<file path="config.mk">
export PLATFORM = sky130hd
export DESIGN_NAME = pci_parity_unit
export DESIGN_NICKNAME = d
export VERILOG_FILES = /design/src/rtl/pci_par_pkg.sv /design/src/rtl/pci_par_datapath.sv /design/src/rtl/pci_par_control.sv /design/src/rtl/pci_parity_unit.sv
export SDC_FILE = /design/constraint.sdc
export NUM_CORES = 1
export LEC_CHECK = 0
export BUFFER_PORTS_ARGS = -buffer_cell sky130_fd_sc_hd__buf_4
export CORE_MARGIN = 4
export CORE_UTILIZATION = 37
export CTS_BUF_LIST = sky130_fd_sc_hd__clkbuf_16
export CTS_CLUSTER_SIZE = 20
export DETAILED_ROUTE_END_ITERATION = 6
export PLACE_DENSITY_LB_ADDON = 0.05
export RECOVER_POWER = 25
export SLEW_MARGIN = 20
export SYNTH_ARGS = -nofsm -noshare
export SYNTH_HDL_FRONTEND = slang
export SYNTH_HIERARCHICAL = 1
export SYNTH_SLANG_ARGS = --single-unit
</file>
<file path="constraint.sdc">
create_clock -name clk -period 1.5 [get_ports clk]
set_clock_uncertainty 0.05 [all_clocks]
set_input_delay 0.15 -clock clk [delete_from_list [all_inputs] [get_ports clk]]
set_output_delay 0.15 -clock clk [all_outputs]
set_load 0.01 [all_outputs]
</file>
<file path="src/rtl/pci_par_pkg.sv">
package pci_par_pkg;

  // Strobes from control to datapath: which check applies to this cycle.
  typedef struct packed {
    logic addrChk;
    logic dataChk;
  } chk_stb_t;

  // Mismatch results from datapath back to control.
  typedef struct packed {
    logic addrErr;
    logic dataErr;
  } par_err_t;

  typedef enum logic [1:0] {
    PERR_IDLE = 2'd0,
    PERR_LOW  = 2'd1,
    PERR_HIGH = 2'd2
  } perr_st_e;

endpackage

</file>
<file path="src/rtl/pci_par_datapath.sv">
module pci_par_datapath
  import pci_par_pkg::*;
#(
  parameter int AD_W  = 32,
  parameter int CBE_W = 4
) (
  input  logic             clk,
  input  logic             rstN,
  input  logic [AD_W-1:0]  adIn,
  input  logic [CBE_W-1:0] cbeNIn,
  input  logic             parIn,
  input  logic             adOe,
  input  chk_stb_t         chkStb,
  output logic             parOut,
  output logic             parOe,
  output par_err_t         parErr
);

  localparam int BUS_W = AD_W + CBE_W;

  logic [BUS_W-1:0] busVec;
  logic             busPar;
  logic             parQ;
  logic             parOeQ;
  chk_stb_t         chkQ;
  logic             mismatch;

  assign busVec = {adIn, cbeNIn};
  assign busPar = ^busVec;

  // One register holds the parity both for driving and for checking.
  always_ff @(posedge clk or negedge rstN) begin
    if (!rstN) begin
      parQ   <= 1'b0;
      parOeQ <= 1'b0;
      chkQ   <= '0;
    end else begin
      parQ   <= busPar;
      parOeQ <= adOe;
      chkQ   <= chkStb;
    end
  end

  assign mismatch       = parIn ^ parQ;
  assign parErr.addrErr = chkQ.addrChk & mismatch;
  assign parErr.dataErr = chkQ.dataChk & mismatch;
  assign parOut         = parQ;
  assign parOe          = parOeQ;

  AST_ERR_EXCLUSIVE: assert property (@(posedge clk) disable iff (!rstN)
    !(parErr.addrErr && parErr.dataErr));

endmodule

</file>
<file path="src/rtl/pci_par_control.sv">
module pci_par_control
  import pci_par_pkg::*;
(
  input  logic     clk,
  input  logic     rstN,
  input  logic     frameN,
  input  logic     irdyN,
  input  logic     trdyN,
  input  logic     isMaster,
  input  logic     isWrite,
  input  logic     adOe,
  input  logic     perrEn,
  input  logic     serrEn,
  input  par_err_t parErr,
  output chk_stb_t chkStb,
  output logic     perrNOut,
  output logic     perrOe,
  output logic     serrNOut,
  output logic     serrOe,
  output logic     perrFlag,
  output logic     serrFlag
);

  logic     frameNQ;
  logic     addrPhase;
  logic     xferDone;
  logic     isReceiver;
  perr_st_e perrSt;
  perr_st_e perrNext;
  logic     serrQ;
  logic     perrFlagQ;
  logic     serrFlagQ;

  assign addrPhase  = !frameN && frameNQ;
  assign xferDone   = !irdyN && !trdyN;
  assign isReceiver = isMaster ^ isWrite;

  assign chkStb.addrChk = addrPhase && !adOe;
  assign chkStb.dataChk = xferDone && isReceiver && !addrPhase;

  always_comb begin
    perrNext = PERR_IDLE;
    if (parErr.dataErr && perrEn) begin
      perrNext = PERR_LOW;
    end else begin
      case (perrSt)
        PERR_LOW: perrNext = PERR_HIGH;
        default:  perrNext = PERR_IDLE;
      endcase
    end
  end

  always_ff @(posedge clk or negedge rstN) begin
    if (!rstN) begin
      frameNQ   <= 1'b1;
      perrSt    <= PERR_IDLE;
      serrQ     <= 1'b0;
      perrFlagQ <= 1'b0;
      serrFlagQ <= 1'b0;
    end else begin
      frameNQ   <= frameN;
      perrSt    <= perrNext;
      serrQ     <= parErr.addrErr && serrEn;
      perrFlagQ <= perrFlagQ || parErr.dataErr;
      serrFlagQ <= serrFlagQ || parErr.addrErr;
    end
  end

  assign perrOe   = (perrSt != PERR_IDLE);
  assign perrNOut = (perrSt != PERR_LOW);
  assign serrOe   = serrQ;
  assign serrNOut = !serrQ;
  assign perrFlag = perrFlagQ;
  assign serrFlag = serrFlagQ;

  AST_PERR_HIGH_AFTER_LOW: assert property (@(posedge clk) disable iff (!rstN)
    (perrOe && !perrNOut) |=> perrOe);
  AST_PERR_NEEDS_EN: assert property (@(posedge clk) disable iff (!rstN)
    $rose(perrOe) |-> $past(perrEn));
  AST_SERR_NEEDS_EN: assert property (@(posedge clk) disable iff (!rstN)
    $rose(serrOe) |-> $past(serrEn));
  AST_SERR_DRIVES_LOW: assert property (@(posedge clk) disable iff (!rstN)
    serrOe |-> !serrNOut);
  AST_PFLAG_STICKY: assert property (@(posedge clk) disable iff (!rstN)
    perrFlag |=> perrFlag);
  AST_SFLAG_STICKY: assert property (@(posedge clk) disable iff (!rstN)
    serrFlag |=> serrFlag);

endmodule

</file>
<file path="src/rtl/pci_parity_unit.sv">
module pci_parity_unit
  import pci_par_pkg::*;
#(
  parameter int AD_W  = 32,
  parameter int CBE_W = 4
) (
  input  logic             clk,
  input  logic             rstN,
  input  logic [AD_W-1:0]  adIn,
  input  logic [CBE_W-1:0] cbeNIn,
  input  logic             parIn,
  input  logic             frameN,
  input  logic             irdyN,
  input  logic             trdyN,
  input  logic             isMaster,
  input  logic             isWrite,
  input  logic             adOe,
  input  logic             perrEn,
  input  logic             serrEn,
  output logic             parOut,
  output logic             parOe,
  output logic             perrNOut,
  output logic             perrOe,
  output logic             serrNOut,
  output logic             serrOe,
  output logic             perrFlag,
  output logic             serrFlag
);

  chk_stb_t chkStb;
  par_err_t parErr;

  pci_par_datapath #(.AD_W(AD_W), .CBE_W(CBE_W)) i_datapath (
    .clk    (clk),
    .rstN   (rstN),
    .adIn   (adIn),
    .cbeNIn (cbeNIn),
    .parIn  (parIn),
    .adOe   (adOe),
    .chkStb (chkStb),
    .parOut (parOut),
    .parOe  (parOe),
    .parErr (parErr)
  );

  pci_par_control i_control (
    .clk      (clk),
    .rstN     (rstN),
    .frameN   (frameN),
    .irdyN    (irdyN),
    .trdyN    (trdyN),
    .isMaster (isMaster),
    .isWrite  (isWrite),
    .adOe     (adOe),
    .perrEn   (perrEn),
    .serrEn   (serrEn),
    .parErr   (parErr),
    .chkStb   (chkStb),
    .perrNOut (perrNOut),
    .perrOe   (perrOe),
    .serrNOut (serrNOut),
    .serrOe   (serrOe),
    .perrFlag (perrFlag),
    .serrFlag (serrFlag)
  );

  AST_PAR_EVEN: assert property (@(posedge clk) disable iff (!rstN)
    parOe |-> ((^{$past(adIn), $past(cbeNIn)}) == parOut));
  AST_PAR_OE_LAG: assert property (@(posedge clk) disable iff (!rstN)
    adOe |=> parOe);
  AST_NO_CROSS_ROUTE: assert property (@(posedge clk) disable iff (!rstN)
    !(perrOe && serrOe && !perrNOut && $rose(serrOe) && $rose(perrOe)));

  always @(posedge clk) begin
    if (!rstN) begin
      AST_RESET_QUIET: assert (!parOe && !perrOe && !serrOe && !perrFlag && !serrFlag);
    end
  end

endmodule

</file>
==> flow_metrics.env <==
export IMPL_outcome="finished, final reports clean"
export IMPL_rr_endpoint="i_control/serrFlag$_DFF_PN0_"
export IMPL_drt_iter0_markers=1
export IMPL_nNetsFinal=168
export IMPL_die_x_um=50.58
export IMPL_grt_max_degree=11
export IMPL_clock_path_buffers=2
export IMPL_slew_viol_final=0
export IMPL_wl_per_cell_um=9.945
export IMPL_wl_mm=1.442
export IMPL_cp_end_kind="register"
export IMPL_dpl_hpwl_mm=1.207
export IMPL_fin_area_sq_um=1212
export IMPL_die_area_sq_um=2558
export IMPL_hold_path_cell_count=2
export IMPL_post_route_util_pct=70.22
export IMPL_hold_start="trdyN"
export IMPL_crit_family="XOR/XNOR gates"
export IMPL_cts_setup_buffers=0
export IMPL_cts_root_buffer="clkbuf_16"
export IMPL_crit_required_ns=1.57
export IMPL_ys_async_sr_fraction_pct=100.0
export IMPL_critical_path_max_stage_delay_ns=0.42
export IMPL_nFillCells=138
export IMPL_num_rows=15
export IMPL_yosys_warnings=6
export IMPL_syn_nets=106
export IMPL_fmax_ghz=0.8119
export IMPL_critPathLaunchType="primary input"
export IMPL_holdPathEnd="i_datapath/chkQ[0]$_DFF_PN0_"
export IMPL_rr_worst_depth=3
export IMPL_min_period_ns=1.232
export IMPL_portBuffers=54
export IMPL_grt_overflow=0
export IMPL_crit_arrival_ns=1.30
export IMPL_hold_violations=0
export IMPL_synth_top_area_share_pct=39.18
export IMPL_path_class="in -> reg"
export IMPL_worst_pin_slew_ns=0.5111
export IMPL_grt_pass1_vias=566
export IMPL_finalSetupTns_ns=0
export IMPL_cts_tree="built"
export IMPL_power_leakage_nw=0.5631
export IMPL_clk_latency_ns=0.23
export IMPL_ant_nets=0
export IMPL_grt_usage_pct=11.16
export IMPL_place_inst=138
export IMPL_vias=597
export IMPL_grt_first_pass_wirelength_mm=2.152
export IMPL_die_h_um=50.58
export IMPL_cp_common_cell="xnor2_1"
export IMPL_critical_path_max_fanout=1
export IMPL_hold_ws_ns=0.01841
export IMPL_r2r_start="i_datapath/parOut$_DFF_PN0_"
export IMPL_min_period_over_period_pct=82.11
export IMPL_yosys_top_cells_count="xnor2_1, dfrtp_1, xor2_1"
export IMPL_post_synth_top_count_cell="xnor2_1"
export IMPL_synth_edff_count=0
export IMPL_setup_violations=0
export IMPL_core_sq_um=1727
export IMPL_reg2reg_slack_ns=0.31
export IMPL_ir_drop_mv=0.5656
export IMPL_htree_levels=1
export IMPL_drive_gt1_share_pct=51.67
export IMPL_avgSynthCellArea_sq_um=11.37
export IMPL_antenna_found_initial=0
export IMPL_yosys_area_top_type="xnor2_1"
export IMPL_placed_area_sq_um=1107
export IMPL_holdCritPathClass="in -> reg"
export IMPL_cts_buffers=3
export IMPL_rsz0062_at_grt="false"
export IMPL_gp_congestion=0.6207
export IMPL_p_per_area_nw_per_um2=1066
export IMPL_synth_cell_types=13
export IMPL_ys_ff_latch=10
export IMPL_seq_area_frac_synth_pct=37.50
export IMPL_synth_cells=59
export IMPL_yosys_top_cells_area="xnor2_1, dfrtp_1, xor2_1"
export IMPL_path_cells="buf_4 -> xor2_1 -> xnor2_1 -> xnor2_1 -> xnor3_1 -> xnor2_1"
export IMPL_design_portCount=55
export IMPL_start_util_pct=38.84
export IMPL_diodes=0
export IMPL_firstDrtPassIters=2
export IMPL_syn_to_final_growth_pct=80.78
export IMPL_maxCapViolations=0
export IMPL_synthesis_area_sq_um=670.6
export IMPL_critPathBufInv=1
export IMPL_path_clk_slew_ns=0.04
export IMPL_drcViolationCount=0
export IMPL_maxSlewHeadroom_pct=65.92
export IMPL_crit_slowest_cell="xnor3_1"
export IMPL_final_cell_count_no_fill=145
export IMPL_cts_sinks=10
export IMPL_synth_ff_type="dfrtp_1"
export IMPL_via_per_inst=4.117
where the power goes:
part,leakage [nW],internal [mW],total [mW],switching (mW)
combinational,0.404,0.323,0.496,0.173
clock,0.0385,0.349,0.465,0.117
sequential,0.121,0.313,0.331,0.0181
total,0.563,0.985,1.29,0.308
worst register-to-register path, cell delays in order (launching register included):
cell	delay [ns]
dfrtp_1	0.38
xor2_1	0.18
and2_1	0.17
or2_2	0.30
timing repair:
action / CTS / global route
endpoints found under the setup margin: 0 / 0
resized for setup: 0 / 0
hold endpoints to repair: 12 / 0
hold buffers: 3 / 0
routing by layer:
layer  routed length [um]  track usage [%]  share of wire [%]  vias to the layer above
met4                   23            5.830                1.6                        0
met3                  204            5.341                 14                        2
met2                  776            22.17                 54                       39
met1                  438            8.487                 30                      256
met5                    0                0                  0                        -
li1                     -                -                  -                      300
stage by stage:
stage	setup slack (ns)	power [mW]
3_3_place_gp	0.02714	0.8224
2_1_floorplan	0.1915	0.6419
4_1_cts	0.2560	1.314
6_report	0.2683	1.292
3_5_place_dp	0.01683	0.8279
5_1_grt	0.2315	1.358
worst max-delay path by stage:
stage,start,cells after the start,endpoint,slack [ns]
final,adIn[26],6,i_datapath/parOut$_DFF_PN0_,0.27
after global routing,adIn[1],6,i_datapath/parOut$_DFF_PN0_,0.23
after CTS,adIn[26],6,i_datapath/parOut$_DFF_PN0_,0.26
after detailed placement,adIn[26],6,i_datapath/parOut$_DFF_PN0_,0.02
after global placement,adIn[26],6,i_datapath/parOut$_DFF_PN0_,0.03
after floorplan,adIn[26],5,i_datapath/parOut$_DFF_PN0_,0.19
cells by family (layout without fill, tap and decap cells):
logic type | count (synthesis) | in the layout | synth area share (%)
XOR/XNOR | 36 | 36 | 49.07
buffers and inverters | 1 | 62 | 0.5592
flip-flops | 10 | 10 | 37.50
AND/OR/NAND/NOR | 12 | 12 | 12.87
state kept, by name, indices dropped and copies added, names as in the netlist:
register            count
i_control/serrFlag      1
i_datapath/chkQ         2
i_control/frameNQ       1
i_datapath/parOut       1
i_control/perrFlag      1
i_datapath/parOe        1
i_control/serrOe        1
i_control/perrSt        2
area by class of cell:
type / instances / area [sq um] / area share [%]
repair buffers: 57 / 431.7 / 35.60
multi-input cells: 48 / 415.4 / 34.26
flip-flops and latches: 10 / 251.5 / 20.74
clock buffers: 3 / 75.07 / 6.192
well taps: 25 / 31.28 / 2.580
clock inverters: 1 / 3.754 / 0.3096
inverters: 1 / 3.754 / 0.3096
cell usage in the layout (no fill, tap or decap):
cell	count
dlygate4sd3_1	3
xnor3_1	1
buf_4	53
inv_1	1
or2_2	3
xor2_1	5
nor2b_4	1
nor2b_1	1
nor4_2	1
dfrtp_1	9
nand2b_1	1
nor2_1	1
and2_1	4
xnor2_1	30
clkinv_1	1
clkbuf_16	3
dfstp_2	1
clkbuf_1	1
(Power assumes the default switching activity.)
